## src/rtl/eep2w_pkg.sv

```systemverilog
// Package for the two-wire EEPROM target: bus-engine states, received-byte
// roles and the fixed device code. Assumes nothing beyond standard types.
package eep2w_pkg;

    typedef enum logic [2:0] {
        ST_IDLE,   // waiting for START
        ST_RX,     // shifting in a byte from the host
        ST_ACK,    // holding the line low for the acknowledge pulse
        ST_TX,     // shifting out a byte to the host
        ST_HACK    // sampling the host's acknowledge
    } bus_state_t;

    typedef enum logic [1:0] {
        RX_DEV,    // device code plus direction bit
        RX_WORD,   // word pointer
        RX_DATA    // data to store
    } rx_role_t;

    localparam logic [3:0] DEV_CODE = 4'b1010;

endpackage

```

## src/rtl/eep2w_line_cond.sv

```systemverilog
// Bus line conditioner. Brings both bus lines into the clk domain through a
// flop chain, then reports clock edges and START/STOP framing as
// single-cycle pulses. Assumes SYNC_STAGES >= 2 and a bus much slower than clk.
module eep2w_line_cond #(
    parameter int SYNC_STAGES = 2
) (
    input  logic clk,
    input  logic rst_n,
    input  logic scl_i,
    input  logic sda_i,
    output logic sda_lvl,
    output logic scl_rise,
    output logic scl_fall,
    output logic start_det,
    output logic stop_det
);

    logic [SYNC_STAGES-1:0] scl_sync;
    logic [SYNC_STAGES-1:0] sda_sync;
    logic                   scl_prev;
    logic                   sda_prev;
    logic                   scl_now;
    logic                   sda_now;

    // Synchronizer chains; both reset to the idle-high level of the bus.
    always_ff @(posedge clk) begin
        if (!rst_n) begin
            scl_sync <= '1;
            sda_sync <= '1;
        end else begin
            scl_sync <= {scl_sync[SYNC_STAGES-2:0], scl_i};
            sda_sync <= {sda_sync[SYNC_STAGES-2:0], sda_i};
        end
    end

    assign scl_now = scl_sync[SYNC_STAGES-1];
    assign sda_now = sda_sync[SYNC_STAGES-1];

    // One-cycle history, used for edge detection.
    always_ff @(posedge clk) begin
        if (!rst_n) begin
            scl_prev <= 1'b1;
            sda_prev <= 1'b1;
        end else begin
            scl_prev <= scl_now;
            sda_prev <= sda_now;
        end
    end

    // Edge and framing decode from the synchronized levels.
    always_comb begin
        sda_lvl   = sda_now;
        scl_rise  = scl_now & ~scl_prev;
        scl_fall  = ~scl_now & scl_prev;
        start_det = scl_now & scl_prev & sda_prev & ~sda_now;
        stop_det  = scl_now & scl_prev & ~sda_prev & sda_now;
    end

endmodule

```

## src/rtl/eep2w_wr_timer.sv

```systemverilog
// Programming-period timer. A one-cycle start pulse loads a down-counter,
// and busy stays high for exactly WR_CYCLES clocks after that pulse.
// Assumes WR_CYCLES >= 1.
module eep2w_wr_timer #(
    parameter int WR_CYCLES = 300
) (
    input  logic clk,
    input  logic rst_n,
    input  logic start,
    output logic busy
);

    localparam int CW = $clog2(WR_CYCLES + 1);

    logic [CW-1:0] remain_q;

    // Load on start, otherwise count down to zero.
    always_ff @(posedge clk) begin
        if (!rst_n) begin
            remain_q <= '0;
        end else if (start) begin
            remain_q <= CW'(WR_CYCLES);
        end else if (remain_q != '0) begin
            remain_q <= remain_q - 1'b1;
        end
    end

    assign busy = (remain_q != '0);

endmodule

```

## src/rtl/eep2w_store.sv

```systemverilog
// Byte array with its word pointer. A write stores at the pointer and
// advances it. A load replaces the pointer, and an increment advances it.
// The read port always shows the byte at the pointer. Assumes DEPTH is a
// power of two, so the pointer wraps by overflow.
module eep2w_store #(
    parameter int DEPTH = 16,
    parameter int DW    = 8,
    localparam int AW   = $clog2(DEPTH)
) (
    input  logic          clk,
    input  logic          rst_n,
    input  logic          wr_en,
    input  logic [DW-1:0] wr_data,
    input  logic          ptr_load,
    input  logic [AW-1:0] ptr_val,
    input  logic          ptr_inc,
    output logic [DW-1:0] rd_data
);

    logic [DW-1:0] mem_q [DEPTH];
    logic [AW-1:0] ptr_q;

    // Array contents; cleared on reset, written at the pointer.
    always_ff @(posedge clk) begin
        if (!rst_n) begin
            for (int i = 0; i < DEPTH; i++) begin
                mem_q[i] <= '0;
            end
        end else if (wr_en) begin
            mem_q[ptr_q] <= wr_data;
        end
    end

    // Word pointer: a load wins, then a write or increment advances it.
    always_ff @(posedge clk) begin
        if (!rst_n) begin
            ptr_q <= '0;
        end else if (ptr_load) begin
            ptr_q <= ptr_val;
        end else if (wr_en || ptr_inc) begin
            ptr_q <= ptr_q + 1'b1;
        end
    end

    assign rd_data = mem_q[ptr_q];

endmodule

```

## src/rtl/eep2w_bus_fsm.sv

```systemverilog
// Bus engine. Shifts bytes in and out on the conditioned clock edges,
// decides whether to acknowledge, drives the open-drain pull request, and
// issues write, pointer-load and pointer-increment strobes to the store.
// START and STOP override every state. Assumes DW >= 4 and AW <= DW.
module eep2w_bus_fsm
    import eep2w_pkg::*;
#(
    parameter int DW = 8,
    parameter int AW = 4
) (
    input  logic          clk,
    input  logic          rst_n,
    input  logic          sda_lvl,
    input  logic          scl_rise,
    input  logic          scl_fall,
    input  logic          start_det,
    input  logic          stop_det,
    input  logic          busy,
    input  logic [DW-1:0] rd_data,
    output logic          pull,
    output logic          wr_en,
    output logic [DW-1:0] wr_data,
    output logic          ptr_load,
    output logic [AW-1:0] ptr_val,
    output logic          ptr_inc,
    output logic          wr_start
);

    localparam int BW = $clog2(DW + 1);
    localparam logic [BW-1:0] BIT_FULL = BW'(DW);
    localparam logic [BW-1:0] BIT_LAST = BW'(DW - 1);

    bus_state_t    state_q;
    rx_role_t      role_q;
    logic [BW-1:0] bitcnt_q;
    logic [DW-1:0] sh_q;
    logic          pull_q;
    logic          pend_q;
    logic          hack_q;
    logic          accept;
    logic          byte_in;
    logic          byte_out;

    // Decide whether the byte just shifted in gets an acknowledge.
    always_comb begin
        if (role_q == RX_DEV) begin
            accept = (sh_q[DW-1 -: 4] == DEV_CODE) && !busy;
        end else begin
            accept = 1'b1;
        end
    end

    // Strobes for the store and the timer, derived from state and events.
    always_comb begin
        byte_in  = (state_q == ST_RX) && scl_fall && (bitcnt_q == BIT_FULL)
                   && !start_det && !stop_det;
        byte_out = (state_q == ST_TX) && scl_fall && (bitcnt_q == BIT_LAST)
                   && !start_det && !stop_det;
        wr_en    = byte_in && (role_q == RX_DATA);
        ptr_load = byte_in && (role_q == RX_WORD);
        ptr_inc  = byte_out;
        wr_data  = sh_q;
        ptr_val  = sh_q[AW-1:0];
        wr_start = stop_det && pend_q;
    end

    // Main sequencer: framing overrides, then per-state bit handling.
    always_ff @(posedge clk) begin
        if (!rst_n) begin
            state_q  <= ST_IDLE;
            role_q   <= RX_DEV;
            bitcnt_q <= '0;
            sh_q     <= '0;
            pull_q   <= 1'b0;
            pend_q   <= 1'b0;
            hack_q   <= 1'b0;
        end else if (start_det) begin
            state_q  <= ST_RX;
            role_q   <= RX_DEV;
            bitcnt_q <= '0;
            pull_q   <= 1'b0;
        end else if (stop_det) begin
            state_q  <= ST_IDLE;
            pull_q   <= 1'b0;
            pend_q   <= 1'b0;
        end else begin
            case (state_q)
                ST_RX: begin
                    if (scl_rise && bitcnt_q != BIT_FULL) begin
                        sh_q     <= {sh_q[DW-2:0], sda_lvl};
                        bitcnt_q <= bitcnt_q + 1'b1;
                    end
                    if (scl_fall && bitcnt_q == BIT_FULL) begin
                        if (accept) begin
                            pull_q  <= 1'b1;
                            state_q <= ST_ACK;
                            if (role_q == RX_DATA) begin
                                pend_q <= 1'b1;
                            end
                        end else begin
                            state_q <= ST_IDLE;
                        end
                    end
                end
                ST_ACK: begin
                    if (scl_fall) begin
                        pull_q   <= 1'b0;
                        bitcnt_q <= '0;
                        state_q  <= ST_RX;
                        if (role_q == RX_DEV && sh_q[0]) begin
                            state_q <= ST_TX;
                            sh_q    <= rd_data;
                            pull_q  <= ~rd_data[DW-1];
                        end else if (role_q == RX_DEV) begin
                            role_q <= RX_WORD;
                        end else begin
                            role_q <= RX_DATA;
                        end
                    end
                end
                ST_TX: begin
                    if (scl_fall) begin
                        if (bitcnt_q == BIT_LAST) begin
                            pull_q  <= 1'b0;
                            state_q <= ST_HACK;
                        end else begin
                            sh_q     <= {sh_q[DW-2:0], 1'b0};
                            bitcnt_q <= bitcnt_q + 1'b1;
                            pull_q   <= ~sh_q[DW-2];
                        end
                    end
                end
                ST_HACK: begin
                    if (scl_rise) begin
                        hack_q <= ~sda_lvl;
                    end
                    if (scl_fall) begin
                        if (hack_q) begin
                            state_q  <= ST_TX;
                            sh_q     <= rd_data;
                            bitcnt_q <= '0;
                            pull_q   <= ~rd_data[DW-1];
                        end else begin
                            state_q <= ST_IDLE;
                        end
                    end
                end
                default: begin
                    state_q <= ST_IDLE;
                end
            endcase
        end
    end

    assign pull = pull_q;

endmodule

```

## src/rtl/eep2w_target.sv

```systemverilog
// Two-wire serial EEPROM target top. Connects the line conditioner, the bus
// engine, the byte store and the programming timer. The data output is a
// pull-low request for an open-drain pad; sda_i must be the resolved line.
module eep2w_target #(
    parameter int DEPTH       = 16,
    parameter int DATA_W      = 8,
    parameter int WR_CYCLES   = 300,
    parameter int SYNC_STAGES = 2
) (
    input  logic clk,
    input  logic rst_n,
    input  logic scl_i,
    input  logic sda_i,
    output logic sda_pull_o
);

    localparam int AW = $clog2(DEPTH);

    logic              sda_lvl;
    logic              scl_rise;
    logic              scl_fall;
    logic              start_det;
    logic              stop_det;
    logic              wr_busy;
    logic              wr_start;
    logic              wr_en;
    logic [DATA_W-1:0] wr_data;
    logic              ptr_load;
    logic [AW-1:0]     ptr_val;
    logic              ptr_inc;
    logic [DATA_W-1:0] rd_data;

    eep2w_line_cond #(
        .SYNC_STAGES(SYNC_STAGES)
    ) u_line (
        .clk      (clk),
        .rst_n    (rst_n),
        .scl_i    (scl_i),
        .sda_i    (sda_i),
        .sda_lvl  (sda_lvl),
        .scl_rise (scl_rise),
        .scl_fall (scl_fall),
        .start_det(start_det),
        .stop_det (stop_det)
    );

    eep2w_bus_fsm #(
        .DW(DATA_W),
        .AW(AW)
    ) u_fsm (
        .clk      (clk),
        .rst_n    (rst_n),
        .sda_lvl  (sda_lvl),
        .scl_rise (scl_rise),
        .scl_fall (scl_fall),
        .start_det(start_det),
        .stop_det (stop_det),
        .busy     (wr_busy),
        .rd_data  (rd_data),
        .pull     (sda_pull_o),
        .wr_en    (wr_en),
        .wr_data  (wr_data),
        .ptr_load (ptr_load),
        .ptr_val  (ptr_val),
        .ptr_inc  (ptr_inc),
        .wr_start (wr_start)
    );

    eep2w_store #(
        .DEPTH(DEPTH),
        .DW   (DATA_W)
    ) u_store (
        .clk     (clk),
        .rst_n   (rst_n),
        .wr_en   (wr_en),
        .wr_data (wr_data),
        .ptr_load(ptr_load),
        .ptr_val (ptr_val),
        .ptr_inc (ptr_inc),
        .rd_data (rd_data)
    );

    eep2w_wr_timer #(
        .WR_CYCLES(WR_CYCLES)
    ) u_timer (
        .clk  (clk),
        .rst_n(rst_n),
        .start(wr_start),
        .busy (wr_busy)
    );

endmodule

```

## config.mk

```make
export PLATFORM = sky130hd
export DESIGN_NAME = eep2w_target
export DESIGN_NICKNAME = d
export VERILOG_FILES = /design/src/rtl/eep2w_pkg.sv /design/src/rtl/eep2w_line_cond.sv /design/src/rtl/eep2w_wr_timer.sv /design/src/rtl/eep2w_store.sv /design/src/rtl/eep2w_bus_fsm.sv /design/src/rtl/eep2w_target.sv
export SDC_FILE = /design/constraint.sdc
export NUM_CORES = 1
export LEC_CHECK = 0
export BUFFER_PORTS_ARGS = -buffer_cell sky130_fd_sc_hd__buf_2
export CAP_MARGIN = 0
export CORE_UTILIZATION = 53
export DETAILED_ROUTE_END_ITERATION = 8
export PLACE_DENSITY = 0.74
export SLEW_MARGIN = 30
export SYNTH_ARGS = -nofsm -noshare
export SYNTH_HDL_FRONTEND = slang
export SYNTH_SLANG_ARGS = --single-unit
```

## constraint.sdc

```tcl
create_clock -name clk -period 3.3 [get_ports clk]
set_input_delay 0.165 -clock clk [delete_from_list [all_inputs] [get_ports clk]]
set_output_delay 0.165 -clock clk [all_outputs]
set_load 0.02 [all_outputs]
```

==> metrics.yaml, run 1 <==
cp_num_cells: 6
synthFlopType: "edfxtp_1"
ant_nets: 0
clock_path_buffers: 2
grt_use_total_pct: 24.9
power_w: 0.00576
ys_ff_latch: 171
drt-met1-wl_mm: 7.76
yosysMostFrequentCell: "edfxtp_1"
core-area_sq_um: 15100
cts_tree: "done"
slew_viol_final: 0
dr_wl_met2_mm: 8.72
clkPwrFrac_pct: 34.4
status: "finished, final reports clean"
seqPwrFrac_pct: 47.6
hp-start: "rst_n"
grt_max_degree: 23
rr_startpoint: "u_fsm.state_q[0]"
max_freq_ghz: 0.349
hold_viol: 0
switching_share_pct: 30.6
combPwrFrac_pct: 18.0
drive_above_1_share_pct: 18.3
gp_congestion: 0.933
syn_nets: 662
io_pins: 5
met3_length_mm: 1.45
top_layer: "met4"
period_share_pct: 86.7
cts.sink_count: 171
fin_util_pct: 60.0
yosysTopAreaCell: "edfxtp_1"
worst_pin_slew_ns: 0.974
synthArstFlopShare_pct: 0
cts_hold_buf: 2
crit_buf_inv: 2
path_max_fanout: 16
syn2layout_area_growth_pct: 10.6
post_cts_buffers: 0
max_cap_viol_count: 0
path_common_cell: "buf_4"
yosysUniqueCellTypes: 57
antenna_found_initial: 0
hold_depth: 2
chipWidth_microns: 127
die_y_microns: 127
cpMaxStageDelayCell: "dfxtp_1"
critical_path_required_ns: 3.45
drc_errors: 0
post_drt_wl_per_cell_microns: 21.5
htreeDepth: 4
hold-path-endpoint: "u_store.mem_q[11][6]"
portBuffers: 4
synth.top_cell.area_share_pct: 46.8
insertion_delay_ns: 0.44
worstPathCellList: "or3b_4, nor4_4, nand3_1, buf_4, o21ai_0, buf_4"
wl_mm: 18.4
min_period_ns: 2.86
synth.area.top_cells: "edfxtp_1, dfxtp_1, mux4_2, and2_1, a21oi_1"
cp-start-kind: "flip-flop"
nNetsFinal: 667
cts-root-buf: "clkbuf_16"
p_int_w: 0.00400
hp-class: "in -> reg"
p_leak_nw: 3.19
power_switching_w: 0.00176
fin_skew_ns: 0.00934
clk_pin_slew_worst_paths_ns: 0.06
setup_violations: 0
power.density_nw_per_um2: 634
yosysWarnings: 0
netlist_top_cells_count: "edfxtp_1, and2_1, dfxtp_1, mux4_2"
worst-r2r-cell-count: 6
slowest_delay_ns: 0.62
synth_edf_count: 128
worst_slack_ns: 0.438
r2r-end: "u_store.mem_q[6][2]"
n_antenna_cell: 0
cts_buffers: 17
critPathArrivalTime_ns: 3.01
grt_pass1_wl_mm: 29.1
r2r_slack_ns: 0.44
avgSynthCellArea_sq_um: 12.6
overflow: 0
synth_area_sq_um: 8220
dr.pass1.iters: 7
drtIter0Drc: 658
num_rows: 45
start_util_pct: 54.3
synth-seq-area-share_pct: 57.2
crit_family: "simple AND/OR/NAND/NOR gates"
crit_type: "reg -> reg"
cp-end-kind: "flip-flop"
num_vias: 5358
peakVddDrop_v: 0.000424
rsz0062_at_grt: "no"
pre_cts_ws_ns: 0.494
post_cts_resized: 0
grt_pass1_vias: 5190
relSlewSlack_pct: 35.0
dieArea_sq_um: 16000
vias_per_cell: 6.26
setup_tns_ns: 0
dpl.hpwl_mm: 12.6
synth_cells: 650
## registers in the layout, indices dropped and copies added (netlist names), named ones only
signal and cells:
u_fsm.bitcnt_q 4, u_fsm.hack_q 1, u_fsm.pend_q 1, u_fsm.pull 1, u_fsm.role_q 2, u_fsm.state_q 3, u_fsm.wr_data 8, u_line.scl_prev 1
u_line.scl_sync 2, u_line.sda_prev 1, u_line.sda_sync 2, u_store.mem_q 128, u_store.ptr_q 4, u_timer.remain_q 9
## routing by layer
layer,vias to the layer above,track usage [%]
met5,-,0
li1,2420,-
met4,0,11.9
met1,2649,33.8
met2,253,38.7
met3,36,5.10
## cell families (layout without fill, tap and decap cells)
group	count (synthesis)	count (layout)	share of synthesized area [%]
simple gates	266	266	19.5
compound gates	87	87	6.83
flops	171	171	57.2
xor+xnor	10	10	1.07
mux	51	51	11.3
buf+inv	57	75	2.85
fa+ha+maj	8	8	1.22
## how the worst max path moves through the flow
stage,from,slack [ns],end
5_1_grt,u_fsm.state_q[0],0.25,u_store.mem_q[6][7]
3_3_place_gp,u_fsm.state_q[0],0.60,u_store.mem_q[5][4]
6_report,u_fsm.state_q[0],0.44,u_store.mem_q[6][2]
4_1_cts,u_fsm.state_q[0],0.47,u_store.mem_q[6][5]
2_1_floorplan,u_fsm.state_q[0],0.80,u_store.mem_q[11][0]
3_5_place_dp,u_fsm.state_q[0],0.49,u_store.mem_q[3][4]
## through the flow
step                hold WS, ns  area (sq um)  instances
floorplan                 0.266          8220        650
global placement          0.351          8480        822
detailed placement        0.354          8480        822
CTS                       0.253          9090        856
global route              0.287          9090        856
finish                    0.285          9090        856
## power by group through the flow
stage | logic (W) | clock network [W] | registers (W)
3_3_place_gp | 0.000981 | 0 | 0.00277
4_1_cts | 0.00102 | 0.00200 | 0.00273
6_report | 0.00104 | 0.00198 | 0.00274
3_5_place_dp | 0.00101 | 0 | 0.00278
5_1_grt | 0.00113 | 0.00207 | 0.00276
2_1_floorplan | 0.000773 | 0 | 0.00261
## worst reg2reg max path: cells and delay by family, from the launching register on
kind            cells  cell delay (ns)
compound gates      1             0.33
buf+inv             2             0.47
flops               1             0.62
simple gates        3             1.15
## area by class of cell
| class | count | area [sq um] |
|---|---|---|
| inverter | 11 | 41.3 |
| fill | 1146 | 6050 |
| sequential | 171 | 4710 |
| tap | 188 | 235 |
| multi-input combinational | 422 | 3280 |
| clock buffer | 23 | 543 |
| timing repair buffer | 32 | 235 |
| clock inverter | 9 | 52.6 |
## cells in the final DEF, fill, tap and decap left out, types with 3 or more instances in the layout
cell,n
buf_4,26
nand3_1,21
buf_2,4
a311oi_1,9
a22oi_1,3
a21oi_1,27
mux4_2,33
nand2b_1,18
a211oi_1,12
nand4b_1,4
nor2_1,21
or2_2,3
inv_4,3
clkbuf_16,21
nor3_2,4
xor2_1,6
xnor2_1,4
nor2_2,12
mux2i_1,12
or3_1,3
nor2b_1,3
dfxtp_1,42
ha_1,8
edfxtp_1,128
and2_1,115
nor3_1,21
nor4_1,6
nand2_1,14
mux2_2,6
and3_1,3
o21ai_0,20
nand3b_1,8
inv_1,13
Note: power is estimated with default switching activity, not from simulation.
==> run 2, diff against run 1 <==
- BUFFER_PORTS_ARGS: -buffer_cell sky130_fd_sc_hd__buf_2 -> -buffer_cell sky130_fd_sc_hd__buf_4
- SYNTH_HIERARCHICAL: unset -> 1
==> metrics.yaml, run 2 <==
status: "finished, final reports clean"  # unchanged
yosysMostFrequentCell: "and2_1"  # was edfxtp_1
antenna_found_initial: 0  # unchanged
yosysUniqueCellTypes: 66  # was 57
met3_length_microns: 851  # was 1.45 mm
die_y_microns: 126  # was 127 microns
dpl.hpwl_mm: 11.7  # was 12.6 mm
setup_violations: 0  # unchanged
critPathArrivalTime_ns: 3.02  # was 3.01 ns
final_common_cell: "and2_1"  # was edfxtp_1
ant_nets: 0  # unchanged
critical_path_required_ns: 3.39  # was 3.45 ns
grt_pass1_wl_mm: 27.7  # was 29.1 mm
ys_ff_latch: 171  # unchanged
multiInputGateArea_sq_um: 3190  # was 3280 sq um
syn2layout_area_growth_pct: 11.2  # was 10.6%
pre_cts_ws_ns: 0.440  # was 0.494 ns
stdcell_count: 846  # was 856
path_max_fanout: 13  # was 16
synth.area.top_cells: "edfxtp_1, dfxtp_1, and2_1, mux4_2, mux4_1"  # was edfxtp_1, dfxtp_1, mux4_2, and2_1, a21oi_1
cts.sink_count: 171  # unchanged
yosysWarnings: 6  # was 0
num_rows: 44  # was 45
power_w: 0.00501  # was 0.00576 W
synthFlopType: "edfxtp_1"  # unchanged
max_freq_ghz: 0.341  # was 0.349 GHz
dieArea_sq_um: 15800  # was 16,000 sq um
crit_type: "reg -> reg"  # unchanged
cts-root-buf: "clkbuf_16"  # unchanged
grt_pass1_vias: 5121  # was 5,190
setup_tns_ns: 0  # unchanged
n_antenna_cell: 0  # unchanged
period_share_pct: 88.8  # was 86.7%
hold_depth: 2  # unchanged
grt_max_degree: 40  # was 23
synth.top_cell.area_share_pct: 47.3  # was 46.8%
post_drt_wl_per_cell_microns: 20.6  # was 21.5 microns
hold_viol: 0  # unchanged
worst_pin_slew_ns: 0.920  # was 0.974 ns
largest_reg_flops: 128  # unchanged
cts_buffers: 17  # unchanged
netlist_top_cells_count: "and2_1, edfxtp_1, dfxtp_1, nor2_1, o21ai_0"  # was edfxtp_1, and2_1, dfxtp_1, mux4_2
final_cell_mix: "and2_1, edfxtp_1, dfxtp_1, nor2_1, buf_4"  # was edfxtp_1, and2_1, dfxtp_1, mux4_2, a21oi_1
power.density_nw_per_um2: 554  # was 634 nW/um^2
portBuffers: 4  # unchanged
slew_viol_final: 0  # unchanged
top_layer: "met4"  # unchanged
num_vias: 5119  # was 5,358
synth_cells: 629  # was 650
insertion_delay_ns: 0.43  # was 0.44 ns
syn_nets: 640  # was 662
relSlewSlack_pct: 38.3  # was 35.0%
drt-met1-wl_mm: 7.49  # was 7.76 mm
drc_errors: 0  # unchanged
hp-class: "in -> reg"  # unchanged
fin_skew_ns: 0.00749  # was 0.00934 ns
cp-end-kind: "flip-flop"  # unchanged
core-area_sq_um: 14800  # was 15,100 sq um
p_leak_nw: 3.14  # was 3.19 nW
worst_slack_ns: 0.370  # was 0.438 ns
regArea_sq_um: 4710  # unchanged
wl_mm: 17.4  # was 18.4 mm
synth-seq-area-share_pct: 57.9  # was 57.2%
rsz0062_at_grt: "no"  # unchanged
synth_area_sq_um: 8120  # was 8220 sq um
clock_path_buffers: 2  # unchanged
clk_pin_slew_worst_paths_ns: 0.06  # about the same
yosysTopAreaCell: "edfxtp_1"  # unchanged
io_pins: 5  # unchanged
cts_tree: "done"  # unchanged
placed_cells: 813  # was 822
dr.pass1.iters: 5  # was 7
worst-r2r-cell-count: 9  # was 6
dr_wl_met2_mm: 8.53  # was 8.72 mm
fillers: 1124  # was 1,146
drtIter0Drc: 469  # was 658
gp_congestion: 0.906  # was 0.933
start_util_pct: 55.1  # was 54.3%
min_period_ns: 2.93  # was 2.86 ns
drive_above_1_share_pct: 14.2  # was 18.3%
cp-start-kind: "flip-flop"  # unchanged
vias_per_cell: 6.05  # was 6.26
chipWidth_microns: 126  # was 127 microns
htreeDepth: 4  # unchanged
synth_edf_count: 128  # unchanged
nNetsFinal: 661  # was 667
overflow: 0  # unchanged
peakVddDrop_v: 0.000378  # was 0.000424 V
avgSynthCellArea_sq_um: 12.9  # was 12.6 sq um
max_cap_viol_count: 0  # unchanged
top_register: "u_store/mem_q"  # was u_store.mem_q
synthArstFlopShare_pct: 0  # unchanged
grt_use_total_pct: 23.6  # was 24.9%
## run 2: changes by cell type after synthesis, moves of 13 or more
cell,before,now
a22oi_1,3,17
mux4_2,33,18
nand3_1,21,8
nor2_1,21,37
mux4_1,0,14
and2_1,115,130
## run 2: cell families (layout without fill, tap and decap cells)
logic type,Yosys count,count (layout),share of synthesized area (%)
mux,41,41,10.6
fa+ha+maj,7,7,1.08
xor+xnor,2,2,0.216
buf+inv,43,76,2.86
compound gates,98,98,8.16
flops,171,171,57.9
simple gates,267,267,19.1
## run 2: timing repair
item,in CTS,in global routing
resized for setup,0,0
endpoints found under the hold margin,2,0
hold buffers,2,0
setup buffers,0,0
## run 2: path summary, 6_finish.rpt
path | from | endpoint | slack [ns]
worst min register to register | u_line/scl_sync[0] | u_line/scl_sync[1] | 0.40
worst max-delay path | u_fsm/state_q[0] | u_store/mem_q[0][7] | 0.37
worst max register to register | u_fsm/state_q[0] | u_store/mem_q[0][7] | 0.37
worst min-delay path | rst_n | u_line/scl_sync[1] | 0.12
## run 2: through the flow
step | utilization, % | instance area (sq um) | hold WS [ns]
after floorplan | - | 8120 | 0.238
after global placement | 57.1 | 8430 | 0.360
after detailed placement | 57.1 | 8430 | 0.364
after CTS | 61.2 | 9030 | 0.116
after global routing | 61.2 | 9030 | 0.131
final | 61.2 | 9030 | 0.125
## run 2: routing by layer
metal / vias to the layer above / global-route usage (%)
li1: 2377 / -
met1: 2546 / 30.1
met2: 159 / 39.3
met3: 37 / 4.21
met4: 0 / 11.0
met5: - / 0
## run 2: layout make-up
class	instances	area share, %
tap	184	2.55
clock buffer	18	4.75
inverter	10	0.416
clock inverter	13	1.68
timing repair buffer	35	3.24
multi-input combinational	415	35.3
sequential	171	52.1
## run 2: power by group
part           leakage, nW  internal, W  total, W  switching, W
logic                 1.29     0.000240  0.000512      0.000271
registers             1.58      0.00244   0.00254      0.000104
clock network        0.275      0.00118   0.00196      0.000780
total                 3.14      0.00385   0.00501       0.00116
## run 2: critical path, stage by stage (launching register included)
cell      delay, ns
dfxtp_1        0.54
or3b_2         0.52
nor2_1         0.17
nand2_1        0.10
nor2_1         0.13
buf_4          0.18
nand3_1        0.22
nor3_1         0.22
buf_4          0.18
nand2b_1       0.33
==> run 3, diff against run 2 <==
- CORE_UTILIZATION: 53 -> 63
- HOLD_SLACK_MARGIN: unset -> 0.1
- PLACE_DENSITY: 0.74 -> 0.85
==> metrics.yaml, run 3 (synthesis results as in run 2) <==
setup_tns_ns: 0  # unchanged
critical_path_required_ns: 3.39  # about the same
grt_pass1_wl_mm: 29.7  # was 27.7 mm
gp_congestion: 0.932  # was 0.906
grt_max_degree: 40  # unchanged
period_share_pct: 90.3  # was 88.8%
critPathArrivalTime_ns: 3.07  # was 3.02 ns
die_y_microns: 116  # was 126 microns
portBuffers: 4  # unchanged
pre_cts_ws_ns: 0.330  # was 0.440 ns
max_cap_viol_count: 0  # unchanged
syn2layout_area_growth_pct: 10.6  # was 11.2%
fin_skew_ns: 0.00940  # was 0.00749 ns
worst_pin_slew_ns: 0.947  # was 0.920 ns
power.density_nw_per_um2: 549  # was 554 nW/um^2
insertion_delay_ns: 0.43  # about the same
n_antenna_cell: 0  # unchanged
path_max_fanout: 13  # unchanged
fillers: 852  # was 1,124
cts.sink_count: 171  # unchanged
overflow: 0  # unchanged
setup_violations: 0  # unchanged
p_leak_nw: 3.14  # about the same
wl_mm: 18.8  # was 17.4 mm
worst_slack_ns: 0.319  # was 0.370 ns
worst-r2r-cell-count: 8  # was 9
r2r_slack_ns: 0.32  # was 0.37 ns
power_w: 0.00493  # was 0.00501 W
htreeDepth: 4  # unchanged
crit_type: "reg -> reg"  # unchanged
relSlewSlack_pct: 36.8  # was 38.3%
hold_viol: 0  # unchanged
top_register: "u_store/mem_q"  # unchanged
core-area_sq_um: 12600  # was 14,800 sq um
peakVddDrop_v: 0.000474  # was 0.000378 V
io_pins: 5  # unchanged
drtIter0Drc: 654  # was 469
slowest_delay_ns: 0.54  # about the same
grt_use_total_pct: 31.1  # was 23.6%
cts_tree: "done"  # unchanged
drive_above_1_share_pct: 14.7  # was 14.2%
num_vias: 5373  # was 5,119
rsz0062_at_grt: "no"  # unchanged
dr.pass1.iters: 6  # was 5
drc_errors: 0  # unchanged
nNetsFinal: 663  # was 661
cts-root-buf: "clkbuf_16"  # unchanged
post_drt_wl_per_cell_microns: 22.4  # was 20.6 microns
final_cell_mix: "and2_1, edfxtp_1, dfxtp_1, nor2_1, buf_4"  # unchanged
cts_buffers: 17  # unchanged
min_period_ns: 2.98  # was 2.93 ns
ant_nets: 0  # unchanged
cp-end-kind: "flip-flop"  # unchanged
design_area_sq_um: 8980  # was 9030 sq um
hp-class: "in -> reg"  # unchanged
cp-start-kind: "flip-flop"  # unchanged
dieArea_sq_um: 13400  # was 15,800 sq um
cpMaxStageDelayCell: "dfxtp_1"  # unchanged
vias_per_cell: 6.42  # was 6.05
status: "finished, final reports clean"  # unchanged
final_common_cell: "and2_1"  # unchanged
clk_pin_slew_worst_paths_ns: 0.06  # about the same
dpl_cell_area_sq_um: 8410  # was 8430 sq um
clock_path_buffers: 2  # unchanged
num_rows: 41  # was 44
post_cts_buffers: 0  # unchanged
grt_pass1_vias: 5362  # was 5,121
largest_reg_flops: 128  # unchanged
max_freq_ghz: 0.335  # was 0.341 GHz
worstPathCellList: "or3b_2, nor2_1, nand2_1, nor2_2, nand3_1, nor3_1, buf_4, nand2b_1"  # was or3b_2, nor2_1, nand2_1, nor2_1, buf_4, nand3_1, nor3_1, buf_4, nand2b_1
start_util_pct: 64.4  # was 55.1%
antenna_found_initial: 0  # unchanged
dpl.hpwl_mm: 12.2  # was 11.7 mm
hold_depth: 2  # unchanged
chipWidth_microns: 116  # was 126 microns
slew_viol_final: 0  # unchanged
==> run 3: layout make-up <==
cell class	count	area (sq um)	area share, %
clock inverters	14	119	1.32
inverters	10	37.5	0.418
flip-flops and latches	171	4710	52.4
clock buffers	18	429	4.78
repair buffers	37	283	3.15
multi-input cells	415	3190	35.6
well taps	172	215	2.40
==> run 3: routing by layer <==
metal,routed length [microns],share of wire [%],vias up,global-route usage [%]
met1,7260,39,2650,38.5
met3,1580,8.4,45,8.00
met5,0,0,-,0
met2,9330,50,302,51.6
met4,592,3.2,0,14.2
li1,-,-,2376,-
==> run 3: stage by stage <==
stage	cells	util [%]	hold WS [ns]
finish	837	71.2	0.138
global route	837	71.2	0.145
CTS	837	71.1	0.127
detailed placement	803	66.6	0.356
global placement	803	66.6	0.350
floorplan	629	-	0.238
==> run 3: path summary, 6_finish.rpt <==
path / startpoint / end
setup reg to reg: u_fsm/state_q[0] / u_store/mem_q[1][3]
hold reg to reg: u_line/scl_sync[0] / u_line/scl_sync[1]
setup / recovery: u_fsm/state_q[0] / u_store/mem_q[1][3]
hold / removal: rst_n / u_line/sda_prev
==> run 3: report_power, final <==
part | switching, W | internal [W]
Sequential | 0.000108 | 0.00244
Combinational | 0.000283 | 0.000240
Clock | 0.000825 | 0.00104
==> run 3: critical path, delay by kind of cell, from the launching register on <==
kind / cells / cell delay [ns]
and+or+nand+nor: 7 / 1.93
buffers and inverters: 1 / 0.17
DFF: 1 / 0.54
==> run 3: repair_timing <==
action,4_1_cts,5_1_grt
endpoints found under the setup margin,0,8
hold buffers,2,0
hold endpoints to repair,2,0
gates resized for setup,0,1
